## src/rtl/rtc_cal_pkg.sv

```systemverilog
package rtc_cal_pkg;

    typedef struct packed {
        logic [11:0] year;
        logic [4:0]  mon;
        logic [5:0]  mday;
        logic [2:0]  wday;
        logic [5:0]  hour;
        logic [6:0]  min;
        logic [6:0]  sec;
    } cal_t;

    typedef enum logic [2:0] {
        A_CTRL = 3'd0,
        A_SEC  = 3'd1,
        A_MIN  = 3'd2,
        A_HOUR = 3'd3,
        A_WDAY = 3'd4,
        A_MDAY = 3'd5,
        A_MON  = 3'd6,
        A_YEAR = 3'd7
    } reg_addr_e;

    localparam cal_t CAL_RESET = '{year: 12'h000, mon: 5'h01, mday: 6'h01,
                                   wday: 3'd0, hour: 6'h00, min: 7'h00, sec: 7'h00};

    // two BCD digits to binary (digits above 9 are taken at face value)
    function automatic logic [7:0] bcd2bin(input logic [7:0] b);
        return 8'(b[7:4]) * 8'd10 + 8'(b[3:0]);
    endfunction

    // binary 0..99 to two BCD digits
    function automatic logic [7:0] bin2bcd(input logic [7:0] v);
        logic [7:0] t;
        logic [7:0] o;
        t = v / 8'd10;
        o = v % 8'd10;
        return {t[3:0], o[3:0]};
    endfunction

    function automatic logic [10:0] bcd3bin(input logic [11:0] b);
        return 11'(b[11:8]) * 11'd100 + 11'(b[7:4]) * 11'd10 + 11'(b[3:0]);
    endfunction

    function automatic logic [11:0] bin2bcd3(input logic [10:0] v);
        logic [10:0] h;
        logic [10:0] r;
        logic [10:0] t;
        logic [10:0] o;
        h = v / 11'd100;
        r = v % 11'd100;
        t = r / 11'd10;
        o = r % 11'd10;
        return {h[3:0], t[3:0], o[3:0]};
    endfunction

    // Gregorian rule evaluated on the BCD digits directly
    function automatic logic leap_bcd(input logic [11:0] y);
        logic div4;
        if (y[4])
            div4 = (y[3:0] == 4'd2) || (y[3:0] == 4'd6);
        else
            div4 = (y[3:0] == 4'd0) || (y[3:0] == 4'd4) || (y[3:0] == 4'd8);
        if (y[7:0] == 8'h00)
            return (y[11:8] == 4'd0) || (y[11:8] == 4'd4) || (y[11:8] == 4'd8);
        return div4;
    endfunction

endpackage

```

## src/rtl/rtc_sec_div.sv

```systemverilog
module rtc_sec_div
    import rtc_cal_pkg::*;
#(
    parameter int unsigned TICKS = 32768
) (
    input  logic clk,
    input  logic rst_n,
    input  logic run_i,
    input  logic start_i,
    input  logic tick_i,
    output logic sec_evt_o
);
    localparam int unsigned CW = $clog2(TICKS + 1);
    localparam logic [CW-1:0] FULL = CW'(TICKS);

    logic [CW-1:0] cnt_d, cnt_q;

    always_comb begin
        cnt_d     = cnt_q;
        sec_evt_o = 1'b0;
        if (start_i) begin
            cnt_d = FULL;
        end else if (run_i && tick_i) begin
            if (cnt_q <= CW'(1)) begin
                sec_evt_o = 1'b1;
                cnt_d     = FULL;
            end else begin
                cnt_d = cnt_q - CW'(1);
            end
        end
    end

    always_ff @(posedge clk) begin
        if (!rst_n) cnt_q <= FULL;
        else        cnt_q <= cnt_d;
    end


    evt_needs_run_chk: assert property (@(posedge clk) disable iff (!rst_n)
        sec_evt_o |-> (run_i && tick_i));


    frozen_when_stopped_chk: assert property (@(posedge clk) disable iff (!rst_n)
        (!run_i && !start_i) |=> $stable(cnt_q));

endmodule

```

## src/rtl/rtc_month_len.sv

```systemverilog
module rtc_month_len
    import rtc_cal_pkg::*;
(
    input  logic [4:0]  mon_i,
    input  logic [11:0] year_i,
    output logic [4:0]  days_o
);
    logic [7:0] mon_bin;

    always_comb begin
        mon_bin = bcd2bin({3'b000, mon_i});
        unique case (mon_bin)
            8'd2:                      days_o = leap_bcd(year_i) ? 5'd29 : 5'd28;
            8'd4, 8'd6, 8'd9, 8'd11:   days_o = 5'd30;
            default:                   days_o = 5'd31;
        endcase
    end

endmodule

```

## src/rtl/rtc_date_step.sv

```systemverilog
module rtc_date_step
    import rtc_cal_pkg::*;
(
    input  cal_t       cur_i,
    input  logic [4:0] dim_i,
    output cal_t       nxt_o
);
    logic [7:0]  s_bin, m_bin, h_bin, d_bin, mo_bin, v8;
    logic [10:0] y_bin;
    logic [11:0] v12;
    logic        c_min, c_hr, c_day, c_mon, c_yr;

    always_comb begin
        nxt_o  = cur_i;
        c_min  = 1'b0;
        c_hr   = 1'b0;
        c_day  = 1'b0;
        c_mon  = 1'b0;
        c_yr   = 1'b0;
        v8     = '0;
        v12    = '0;
        s_bin  = bcd2bin({1'b0, cur_i.sec});
        m_bin  = bcd2bin({1'b0, cur_i.min});
        h_bin  = bcd2bin({2'b00, cur_i.hour});
        d_bin  = bcd2bin({2'b00, cur_i.mday});
        mo_bin = bcd2bin({3'b000, cur_i.mon});
        y_bin  = bcd3bin(cur_i.year);

        if (s_bin >= 8'd59) begin
            nxt_o.sec = '0;
            c_min     = 1'b1;
        end else begin
            v8        = bin2bcd(s_bin + 8'd1);
            nxt_o.sec = v8[6:0];
        end

        if (c_min) begin
            if (m_bin >= 8'd59) begin
                nxt_o.min = '0;
                c_hr      = 1'b1;
            end else begin
                v8        = bin2bcd(m_bin + 8'd1);
                nxt_o.min = v8[6:0];
            end
        end

        if (c_hr) begin
            if (h_bin >= 8'd23) begin
                nxt_o.hour = '0;
                c_day      = 1'b1;
            end else begin
                v8         = bin2bcd(h_bin + 8'd1);
                nxt_o.hour = v8[5:0];
            end
        end

        if (c_day) begin
            nxt_o.wday = (cur_i.wday >= 3'd6) ? 3'd0 : cur_i.wday + 3'd1;
            if (d_bin >= 8'(dim_i)) begin
                nxt_o.mday = 6'h01;
                c_mon      = 1'b1;
            end else begin
                v8         = bin2bcd(d_bin + 8'd1);
                nxt_o.mday = v8[5:0];
            end
        end

        if (c_mon) begin
            if (mo_bin >= 8'd12) begin
                nxt_o.mon = 5'h01;
                c_yr      = 1'b1;
            end else begin
                v8        = bin2bcd(mo_bin + 8'd1);
                nxt_o.mon = v8[4:0];
            end
        end

        if (c_yr) begin
            if (y_bin >= 11'd999) begin
                nxt_o.year = 12'h000;
            end else begin
                v12        = bin2bcd3(y_bin + 11'd1);
                nxt_o.year = v12;
            end
        end
    end

endmodule

```

## src/rtl/rtc_calendar.sv

```systemverilog
module rtc_calendar
    import rtc_cal_pkg::*;
#(
    parameter int unsigned TICKS_PER_SEC = 32768
) (
    input  logic        clk,
    input  logic        rst_n,
    input  logic        tick_en,
    input  logic        reg_wr,
    input  logic [2:0]  reg_addr,
    input  logic [11:0] reg_wdata,
    output logic [6:0]  sec_o,
    output logic [6:0]  min_o,
    output logic [5:0]  hour_o,
    output logic [2:0]  wday_o,
    output logic [5:0]  mday_o,
    output logic [4:0]  mon_o,
    output logic [11:0] year_o,
    output logic        run_o,
    output logic        sec_tick_o
);
    typedef struct packed {
        cal_t cal;
        logic run;
        logic tick;
    } st_t;

    st_t        st_d, st_q;
    cal_t       cal_next;
    logic [4:0] dim;
    logic       sec_evt;
    logic       start;
    logic       wr_ctrl;
    logic       wr_time;
    reg_addr_e  addr;

    assign addr    = reg_addr_e'(reg_addr);
    assign wr_ctrl = reg_wr && (addr == A_CTRL);
    assign wr_time = reg_wr && (addr != A_CTRL) && st_q.run;
    assign start   = wr_ctrl && reg_wdata[0] && !st_q.run;

    rtc_sec_div #(.TICKS(TICKS_PER_SEC)) u_div (
        .clk      (clk),
        .rst_n    (rst_n),
        .run_i    (st_q.run),
        .start_i  (start),
        .tick_i   (tick_en),
        .sec_evt_o(sec_evt)
    );

    rtc_month_len u_mlen (
        .mon_i (st_q.cal.mon),
        .year_i(st_q.cal.year),
        .days_o(dim)
    );

    rtc_date_step u_step (
        .cur_i(st_q.cal),
        .dim_i(dim),
        .nxt_o(cal_next)
    );

    always_comb begin
        st_d      = st_q;
        st_d.tick = sec_evt;
        if (sec_evt) st_d.cal = cal_next;
        if (wr_ctrl) st_d.run = reg_wdata[0];
        if (wr_time) begin
            unique case (addr)
                A_SEC:   st_d.cal.sec  = reg_wdata[6:0];
                A_MIN:   st_d.cal.min  = reg_wdata[6:0];
                A_HOUR:  st_d.cal.hour = reg_wdata[5:0];
                A_WDAY:  st_d.cal.wday = reg_wdata[2:0];
                A_MDAY:  st_d.cal.mday = reg_wdata[5:0];
                A_MON:   st_d.cal.mon  = reg_wdata[4:0];
                A_YEAR:  st_d.cal.year = reg_wdata[11:0];
                default: st_d.cal      = st_d.cal;
            endcase
        end
    end

    always_ff @(posedge clk) begin
        if (!rst_n) begin
            st_q.cal  <= CAL_RESET;
            st_q.run  <= 1'b0;
            st_q.tick <= 1'b0;
        end else begin
            st_q <= st_d;
        end
    end

    assign sec_o      = st_q.cal.sec;
    assign min_o      = st_q.cal.min;
    assign hour_o     = st_q.cal.hour;
    assign wday_o     = st_q.cal.wday;
    assign mday_o     = st_q.cal.mday;
    assign mon_o      = st_q.cal.mon;
    assign year_o     = st_q.cal.year;
    assign run_o      = st_q.run;
    assign sec_tick_o = st_q.tick;


    locked_write_chk: assert property (@(posedge clk) disable iff (!rst_n)
        (reg_wr && reg_addr != 3'd0 && !run_o) |=> $stable(st_q.cal));


    tick_after_run_chk: assert property (@(posedge clk) disable iff (!rst_n)
        sec_tick_o |-> $past(run_o));


    sec_wrap_chk: assert property (@(posedge clk) disable iff (!rst_n)
        (sec_tick_o && !$past(reg_wr) && $past(sec_o) == 7'h59) |-> (sec_o == 7'h00));


    wday_wrap_chk: assert property (@(posedge clk) disable iff (!rst_n)
        (sec_tick_o && !$past(reg_wr) && $past(wday_o) == 3'd6 && $past(hour_o) == 6'h23
         && $past(min_o) == 7'h59 && $past(sec_o) == 7'h59) |-> (wday_o == 3'd0));


    no_tick_stopped_chk: assert property (@(posedge clk) disable iff (!rst_n)
        (!run_o && !$past(run_o)) |-> !sec_tick_o);

endmodule

```

## config.mk

```make
export PLATFORM = sky130hd
export DESIGN_NAME = rtc_calendar
export DESIGN_NICKNAME = d
export VERILOG_FILES = /design/src/rtl/rtc_cal_pkg.sv /design/src/rtl/rtc_sec_div.sv /design/src/rtl/rtc_month_len.sv /design/src/rtl/rtc_date_step.sv /design/src/rtl/rtc_calendar.sv
export SDC_FILE = /design/constraint.sdc
export NUM_CORES = 1
export LEC_CHECK = 0
export ABC_AREA = 1
export ABC_CLOCK_PERIOD_IN_PS = 7500
export BUFFER_PORTS_ARGS = -buffer_cell sky130_fd_sc_hd__buf_4
export CAP_MARGIN = 5
export CORE_MARGIN = 2
export CORE_UTILIZATION = 35
export DETAILED_ROUTE_END_ITERATION = 7
export SLEW_MARGIN = 40
export SYNTH_ARGS = -nofsm -noshare
export SYNTH_HDL_FRONTEND = slang
export SYNTH_SLANG_ARGS = --single-unit
```

## constraint.sdc

```tcl
create_clock -name clk -period 7.5 [get_ports clk]
set_input_delay 0 -clock clk [delete_from_list [all_inputs] [get_ports clk]]
set_output_delay 0 -clock clk [all_outputs]
set_load 0.01 [all_outputs]
```

==> results of run 1 <==
## layout make-up
| cell class | count | area share (%) |
|---|---|---|
| multi-input combinational | 893 | 62.1 |
| sequential | 64 | 14.8 |
| inverter | 212 | 9.16 |
| timing repair buffer | 77 | 6.91 |
| tap | 275 | 3.96 |
| clock buffer | 12 | 2.84 |
| clock inverter | 4 | 0.230 |
## per-layer routing
metal,vias to the layer above,part of all wire (%),global-route usage (%)
li1,4016,-,-
met1,3326,51,24.8
met2,119,43,26.8
met3,16,4.1,2.76
met4,0,1.3,3.18
met5,-,0,0
## state kept, by name (all words and copies together) (netlist names), 3 cells and up
signal / flops
u_div.cnt_q: 16
year_o: 12
min_o: 7
sec_o: 7
hour_o: 6
mday_o: 6
mon_o: 5
wday_o: 3
## what timing repair did
| item | in CTS | in global routing |
|---|---|---|
| setup buffers | 0 | 0 |
| setup endpoints to repair | 0 | 0 |
| gates resized for setup | 0 | 0 |
| hold buffers | 9 | 0 |
| endpoints found under the hold margin | 12 | 0 |
## cells in the final DEF, fill, tap and decap left out, drive strengths merged, types with 3 or more instances in the layout
| cell | Yosys | routed |
|---|---|---|
| nor2 | 128 | 128 |
| or2 | 7 | 7 |
| nor4 | 4 | 4 |
| a21oi | 80 | 80 |
| nand3 | 85 | 85 |
| buf | 2 | 68 |
| a221oi | 24 | 24 |
| xnor2 | 20 | 20 |
| xor2 | 30 | 30 |
| o21ai | 56 | 56 |
| o31ai | 6 | 6 |
| dlygate4sd3 | 0 | 9 |
| ha | 84 | 84 |
| nand3b | 3 | 3 |
| a211oi | 9 | 9 |
| a21o | 3 | 3 |
| nand4 | 16 | 16 |
| a31oi | 5 | 5 |
| inv | 211 | 211 |
| nand2 | 283 | 283 |
| o211ai | 7 | 7 |
| o221ai | 3 | 3 |
| clkbuf | 11 | 12 |
| dfxtp | 64 | 64 |
| fa | 9 | 9 |
| o21a | 3 | 3 |
| o21bai | 4 | 4 |
| nor3 | 12 | 12 |
| clkinv | 1 | 5 |
## critical path: cells and delay by family (launching register included)
kind            cells  cell delay (ns)
fa+ha+maj           6             1.72
xor+xnor            1             0.16
buf+inv             4             0.24
simple gates       41             3.56
flops               1             0.46
compound gates      3             0.45
## worst max-delay path by stage
stage / startpoint / to / slack (ns) / depth (start not counted)
after floorplan: year_o[5] / year_o[1] / 1.51 / 53
after global placement: year_o[5] / year_o[1] / 0.99 / 50
after detailed placement: year_o[5] / year_o[1] / 0.84 / 52
after CTS: year_o[5] / year_o[1] / 0.80 / 55
after global routing: year_o[5] / year_o[1] / 0.02 / 50
final: year_o[5] / year_o[1] / 0.82 / 55
## report_power, final
part / internal, mW / total (mW) / switching [mW] / leakage, nW
logic: 0.0209 / 0.0549 / 0.0340 / 3.93
clock network: 0.230 / 0.380 / 0.150 / 0.136
registers: 0.342 / 0.344 / 0.00217 / 0.516
total: 0.593 / 0.779 / 0.186 / 4.59
## cells by family (layout without fill, tap and decap cells)
family	after synthesis	count (layout)	share of synthesized area [%]
xor+xnor	50	50	5.82
fa+ha+maj	93	93	16.4
flops	64	64	17.0
compound gates	209	209	17.2
buf+inv	225	305	11.3
mux	1	1	0.133
simple gates	540	540	32.2
## through the flow
step / hold WS [ns] / instance area [um2] / power, mW / worst slack (ns) / util, %
finish: 0.00558 / 8690 / 0.779 / 0.817 / 41.2
global route: 0.00196 / 8690 / 0.809 / 0.0171 / 41.2
CTS: 0.00319 / 8680 / 0.787 / 0.796 / 41.2
detailed placement: 0.297 / 8330 / 0.403 / 0.837 / 39.5
global placement: 0.295 / 8330 / 0.403 / 0.985 / 39.5
floorplan: 0.138 / 7520 / 0.381 / 1.51 / -
==> run metrics, run 1 <==
f_max 150 MHz; register area share after synthesis 17.0%; number of enable flip-flop cells after synthesis 0; share of post-route cells with drive strength above 1 12.1%; Hold EP mday_o[0]; Overflow after GRT 0; top cell type's share of synthesized area 17.0%; register bit count reported by yosys 64; Die Area 22,700 um2; die height 151 um; mapped cell area 7520 um2; post-route ant nets 0; critical path type flop to flop; Multi-input gate area 5400 um2; worst min path class primary input to flop; total track usage 17.1%; first-pass GRT wire length 31.9 mm; Layout area overhead 15.4%; Final HPWL DP 15.3 mm; dominant cell by count in the synthesized netlist nand2_1; TritonCTS buffer count 9; Critical Path Fanout Max 6; CP dominant cell by count nand2_1; Sum Neg Setup Slack 0 ns; required time worst endpoint 7.77 ns; synth cell count leaders nand2_1, inv_1, nor2_1; CP max stage cell dfxtp_1; minimum clock period 6.68 ns; Starting DRT DRC Count 406; Initial Util 35.7%; min-delay src rst_n; Worst VDD drop 100 uV; Avg Cell Area, Syn 6.37 um2; row count 53; maxcap violations 0; final setup fails 0; Diodes inserted 0; Synth area leaders dfxtp_1, ha_1, nand2_1, inv_1, nor2_1; CTS Root Cell clkbuf_16; TritonCTS clock tree built; Final GP Congestion 0.865; clock buffer depth 2; CP startpoint kind flop; initial antenna violation count 0; FF-to-FF path depth 55; reg-to-reg endpoint year_o[1]; via count 7,477; status complete, no violations; max incr delay on CP 0.46 ns; Initial DRT Pass Iterations 5; Most used DFF post-synth dfxtp_1; H-Tree Depth 3; IO Count 67; Port Buffer Count 66; RSZ-0062 raised after global routing false; CORE AREA 21,100 um2; crit end category flop; Slew headroom 45.1%; Hold Path Cell Cnt 2; Clock Skew 0.00779 ns; Remaining DRCs 0; leakage 4.59 nW; synth unique cells 49; die width 151 um; final period utilization 89.1%; routed wire length 19.0 mm; Final Hold Viols 0; nets 1,369; Final Max Slew Viols 0; clk sinks 64; crit path DAT 6.95 ns; DP Cell Count 1,512; flop2flop setup slack 0.82 ns; Routed wire per std cell 12.3 um; filler instances 2,262; pin count of the biggest net entering global routing 27; reg2reg start year_o[5]; Synth async-reset ratio 0%; post-synth net total 1,294; post-synth top area cell dfxtp_1; Layout Cells excl Fill 1,537; worst-margin pin slew 0.818 ns; DR vias/cell 4.86; clock latency on the worst-skew pair 0.33 ns; Mapped Cells 1,182; synth warn 0; vias in the first global route 6,763; Sequential Area 1280 um2; clk slew on worst S/H paths 0.05 ns; Pwr Density 89.7 nW/um2
Note: power is estimated with default switching activity, not from simulation.
==> run 2: changes to the inputs <==
--- a/config.mk
+++ b/config.mk
@@ -12,7 +12,8 @@
 export CORE_MARGIN = 2
 export CORE_UTILIZATION = 35
 export DETAILED_ROUTE_END_ITERATION = 7
-export SLEW_MARGIN = 40
+export SLEW_MARGIN = 20
 export SYNTH_ARGS = -nofsm -noshare
 export SYNTH_HDL_FRONTEND = slang
+export SYNTH_HIERARCHICAL = 1
 export SYNTH_SLANG_ARGS = --single-unit
==> run metrics, run 2 <==
Layout Cells excl Fill 2,005 (+30%); Sum Neg Setup Slack 0 ns (unchanged); synth unique cells 59 (+20%); CP startpoint kind flop; Pwr Density 80.2 nW/um2 (-11%); Avg Cell Area, Syn 5.74 um2 (-9.8%); DP Cell Count 1,976 (+31%); crit path to year_o[1]; critical path type flop to flop; reg-to-reg endpoint year_o[1]; Die Area 27,500 um2 (+21%); register bit count reported by yosys 64 (unchanged); flop2flop setup slack 0.71 ns (-0.10 ns); CORE AREA 25,900 um2 (+23%); FF-to-FF path depth 58 (+5.5%); crit path from year_o[5]; CTS Root Cell clkbuf_16; Critical Path Fanout Max 7 (+1); crit end category flop; reg2reg start year_o[5]; register area share after synthesis 14.0% (-3.1 points); status complete, no violations; max incr delay on CP 0.44 ns (-0.02 ns); crit path DAT 7.01 ns (+0.06 ns); synth warn 6 (+6); Port Buffer Count 66 (unchanged); clk slew on worst S/H paths 0.06 ns (about the same); clock buffer depth 2 (unchanged); row count 59 (+11%); post-route ant nets 0 (unchanged); Most used DFF post-synth dfxtp_1; GRT busiest layer met2; worst min path class primary input to flop; Clock Skew 0.0117 ns (+0.00395 ns); number of enable flip-flop cells after synthesis 0 (unchanged); Synth area leaders nand2_1, dfxtp_1, nor2_1, ha_1, inv_1; total track usage 15.7% (-1.3 points); met1 usage 20.7% (-4.1 points); Final Max Slew Viols 0 (unchanged); max reg flops 16 (unchanged); initial antenna violation count 0 (unchanged); routed wire length 21.7 mm (+15%); Starting DRT DRC Count 329 (-19%); Initial Util 35.4% (-0.28 points); commonest cells after routing, fill and taps aside nand2_1, nor2_1, inv_1; final setup fails 0 (unchanged); nets 1,778 (+30%); Final HPWL DP 17.0 mm (+11%); mapped cell area 9170 um2 (+22%); Final GP Congestion 0.845 (-2.4%); maxcap violations 0 (unchanged); Diodes inserted 0 (unchanged); share of post-route cells with drive strength above 1 13.7% (+1.6 points); met2 Use GR 28.0% (+1.2 points); Synth async-reset ratio 0% (unchanged); Layout area overhead 13.5%; worst-margin pin slew 0.922 ns (+0.104 ns); die width 166 um (+10%); clk sinks 64 (unchanged); TritonCTS clock tree built; Mapped Cells 1,597 (+35%); synth cell count leaders nand2_1, nor2_1, inv_1; minimum clock period 6.79 ns (+0.104 ns); H-Tree Depth 3 (unchanged); required time worst endpoint 7.72 ns (-0.05 ns); Post-DP Area 9940 um2 (+19%); via count 9,186 (+23%); Final Hold Viols 0 (unchanged); first-pass GRT wire length 37.7 mm (+18%); met3 usage 1.45% (-1.3 points); f_max 147 MHz (-1.5%); CP max stage cell fa_1; Worst VDD drop 91.9 uV (-8.4%); clock latency on the worst-skew pair 0.33 ns (about the same); leakage 6.12 nW (+33%); IO Count 67 (unchanged); vias in the first global route 8,467 (+25%); final period utilization 90.5% (+1.4 points); TritonCTS buffer count 9 (unchanged); DR vias/cell 4.58 (-5.8%); Routed wire per std cell 10.8 um (-12%); pin count of the biggest net entering global routing 94 (+250%); dominant cell by count in the synthesized netlist nand2_1; CP dominant cell by count nand2_1; Largest Register u_div/cnt_q; Slew headroom 38.6% (-6.6 points); post-synth top area cell nand2_1; most common cell after layout, fill and taps aside nand2_1; Initial DRT Pass Iterations 5 (unchanged); post-route cell area 10,400 um2 (+20%); top cell type's share of synthesized area 17.3% (+0.28 points); Overflow after GRT 0 (unchanged); Remaining DRCs 0 (unchanged); die height 166 um (+10%)
==> run 2: cell types whose count changed in the layout (fill, tap and decap cells not counted), moves of 6 or more <==
cell	change
nand2_2	+21
nand2_1	+164
nor2_2	+23
nand2_4	+7
nor2_1	+173
a221oi_1	-24
o21ai_0	-6
nand3_1	+16
inv_1	+81
a211oi_1	-9
a21oi_1	-51
==> run 2: timing repair <==
action | in CTS | in global routing
resized for setup | 0 | 14
setup buffers | 0 | 3
setup endpoints to repair | 0 | 4
hold buffers | 10 | 0
endpoints found under the hold margin | 17 | 0
==> run 2: report_power, final <==
part / switching, mW / internal (mW)
Clock: 0.160 / 0.266
Combinational: 0.0407 / 0.0242
Sequential: 0.00259 / 0.342
Total: 0.203 / 0.632
==> run 2: logic make-up (layout without fill, tap and decap cells) <==
kind of cell / Yosys count / count (layout) / share of synthesized area (%)
other: 1 / 3 / 0.0409
XOR/XNOR: 49 / 49 / 4.68
buffers and inverters: 324 / 395 / 14.3
AO/OA/AOI/OAI: 114 / 114 / 7.49
adder cells (fa/ha/maj): 94 / 94 / 13.6
flip-flops: 64 / 64 / 14.0
AND/OR/NAND/NOR: 950 / 950 / 45.9
multiplexers: 1 / 1 / 0.109
==> run 2: worst max-delay path, delay by kind of cell, from the launching register on <==
family / cells / cell delay [ns]
compound gates: 1 / 0.14
fa+ha+maj: 6 / 1.85
buf+inv: 6 / 0.44
flops: 1 / 0.36
simple gates: 45 / 3.84
==> run 2: cell type report <==
| class | count | area, um2 |
|---|---|---|
| flip-flops and latches | 64 | 1290 |
| well taps | 335 | 419 |
| inverters | 296 | 1110 |
| repair buffers | 83 | 648 |
| clock buffers | 11 | 243 |
| clock inverters | 5 | 56.3 |
| multi-input cells | 1211 | 6650 |
| fillers | 2776 | 15500 |
==> run 2: metrics by stage <==
| stage | setup WS, ns | hold slack (ns) | util [%] | total power [mW] |
|---|---|---|---|---|
| detailed placement | 0.572 | 0.228 | 38.4 | 0.412 |
| floorplan | 1.23 | 0.135 | - | 0.393 |
| CTS | 0.530 | 0.00695 | 39.9 | 0.846 |
| finish | 0.712 | 0.0112 | 40.2 | 0.835 |
| global route | -0.0359 | 0.00926 | 40.2 | 0.869 |
| global placement | 0.715 | 0.221 | 38.4 | 0.412 |
==> run 2: worst min path at each step <==
stage / from / endpoint / slack [ns] / cells after the start
after global routing: reg_wdata[1] / wday_o[1] / 0.009 / 3
after detailed placement: reg_wdata[10] / year_o[10] / 0.23 / 3
final: reg_wdata[3] / min_o[3] / 0.01 / 3
after global placement: reg_wdata[10] / year_o[10] / 0.22 / 3
after floorplan: reg_wdata[1] / min_o[1] / 0.13 / 2
after CTS: reg_wdata[1] / wday_o[1] / 0.007 / 3
==> run 2: metal layers <==
layer  up-vias  wire length (um)
li1       5011                 -
met1      4055             10700
met2       102             10300
met3        18               488
met4         0               284
met5         -                 0
==> run 3: changes to the inputs <==
--- a/config.mk
+++ b/config.mk
@@ -9,6 +9,7 @@
 export ABC_CLOCK_PERIOD_IN_PS = 7500
 export BUFFER_PORTS_ARGS = -buffer_cell sky130_fd_sc_hd__buf_4
 export CAP_MARGIN = 5
+export CORE_ASPECT_RATIO = 2
 export CORE_MARGIN = 2
 export CORE_UTILIZATION = 35
 export DETAILED_ROUTE_END_ITERATION = 7
==> run metrics, run 3 (same netlist as run 2, synthesis figures left out) <==
Initial DRT Pass Iterations 5 (unchanged); post-route cell area 10,500 um2 (+0.34%); CP max stage cell fa_1; maxcap violations 0 (unchanged); clk slew on worst S/H paths 0.06 ns (about the same); via count 9,419 (+2.5%); DR vias/cell 4.69 (+2.3%); filler instances 2,874 (+3.5%); CP startpoint kind flop; commonest cells after routing, fill and taps aside nand2_1, nor2_1, inv_1; Layout area overhead 13.9%; H-Tree Depth 3 (unchanged); IO Count 67 (unchanged); CP dominant cell by count nand2_1; Final Max Slew Viols 0 (unchanged); required time worst endpoint 7.73 ns (about the same); Initial Util 35.6% (+0.21 points); Final GP Congestion 0.876 (+3.7%); TritonCTS buffer count 9 (unchanged); crit path buf inv count 6 (unchanged); Sum Neg Setup Slack 0 ns (unchanged); post-route ant nets 0 (unchanged); worst-margin pin slew 1.05 ns (+0.124 ns); nets 1,779 (+0.056%); TritonCTS clock tree built; Starting DRT DRC Count 302 (-8.2%); Largest Register u_div/cnt_q; Slew headroom 30.1% (-8.5 points); max reg flops 16 (unchanged); leakage 6.13 nW (+0.19%); clk sinks 64 (unchanged); Diodes inserted 0 (unchanged); die height 233 um (+40%); Multi-input gate area 6660 um2 (+0.23%); Pwr Density 81.8 nW/um2 (+2.0%); crit path DAT 7.09 ns (+0.08 ns); clock latency on the worst-skew pair 0.34 ns (about the same); Sequential Area 1290 um2 (+0.20%); Remaining DRCs 0 (unchanged); Post-DP Area 9960 um2 (+0.21%); CP delay by family, top simple AND/OR/NAND/NOR gates; most common cell after layout, fill and taps aside nand2_1; first-pass GRT wire length 41.0 mm (+8.5%); Overflow after GRT 0 (unchanged); vias in the first global route 9,206 (+8.7%); CORE AREA 25,800 um2 (-0.60%); Clock Skew 0.00779 ns (-0.00395 ns); f_max 146 MHz (-1.2%); Routed wire per std cell 12.3 um (+13%); worst min path class primary input to flop; total track usage 18.0% (+2.3 points); Die Area 27,600 um2 (+0.29%); CTS Root Cell clkbuf_16; minimum clock period 6.87 ns (+0.0807 ns); clock buffer depth 2 (unchanged); routed wire length 24.7 mm (+14%); Worst VDD drop 187 uV (+100%); critical path type flop to flop; row count 83 (+41%); die width 118 um (-29%); Port Buffer Count 66 (unchanged); crit end category flop; status complete, no violations; final setup fails 0 (unchanged); RSZ-0062 raised after global routing false; share of post-route cells with drive strength above 1 13.8% (+0.12 points); Final Hold Viols 0 (unchanged); initial antenna violation count 0 (unchanged); Critical Path Fanout Max 7 (unchanged); Final HPWL DP 20.0 mm (+18%); final period utilization 91.6% (+1.1 points); pin count of the biggest net entering global routing 51 (-46%); max incr delay on CP 0.44 ns (about the same)
## run 3: changes by cell type in the layout (fill, tap and decap cells not counted), sizes merged
cell / before / now
buf: 73 / 74
clkinv: 4 / 3
clkinvlp: 1 / 0
bufinv: 1 / 2
## run 3: through the flow
step	util (%)	hold WS, ns	cells	worst slack (ns)	power (mW)
global placement	38.7	0.227	1983	0.562	0.413
floorplan	-	0.135	1599	1.23	0.393
finish	40.6	0.0112	2010	0.632	0.855
global route	40.6	0.0200	2010	0.000486	0.884
detailed placement	38.7	0.241	1983	0.428	0.414
CTS	40.2	0.00640	2008	0.405	0.868
## run 3: path summary, 6_finish.rpt
check / startpoint / end / slack [ns] / cells past startpoint
hold reg to reg: u_div/cnt_q[1] / u_div/cnt_q[1] / 0.48 / 2
setup / recovery: year_o[5] / year_o[2] / 0.63 / 59
setup reg to reg: year_o[5] / year_o[2] / 0.63 / 59
hold / removal: reg_addr[1] / mday_o[0] / 0.01 / 4
## run 3: cell type report
cell class                 count  area share, %
clock inverter                 4          0.670
multi-input combinational   1211           63.8
clock buffer                  11           2.23
tap                          340           4.07
timing repair buffer          84           6.27
sequential                    64           12.3
inverter                     296           10.7
## run 3: timing repair
action                                 4_1_cts  5_1_grt
endpoints found under the hold margin       23        0
hold buffers                                10        0
gates resized for setup                      0       19
setup endpoints to repair                    0        4
setup buffers                                0        2
## run 3: layer usage
metal | vias to the layer above | GRT usage, % | wire [um]
li1 | 5006 | - | -
met1 | 4241 | 16.1 | 8840
met2 | 123 | 39.5 | 14500
met3 | 49 | 1.32 | 427
met4 | 0 | 7.48 | 932
met5 | - | 0 | 0
## run 3: report_power, final
part	total [mW]	internal, mW	leakage, nW	switching [mW]
clock network	0.445	0.288	0.149	0.156
registers	0.344	0.342	0.518	0.00264
logic	0.0661	0.0244	5.46	0.0417
## run 3: tightest hold or removal path: stages
cell,delay (ns)
buf_4,0.10
nor2_2,0.05
nand3_1,0.07
nand3_1,0.07
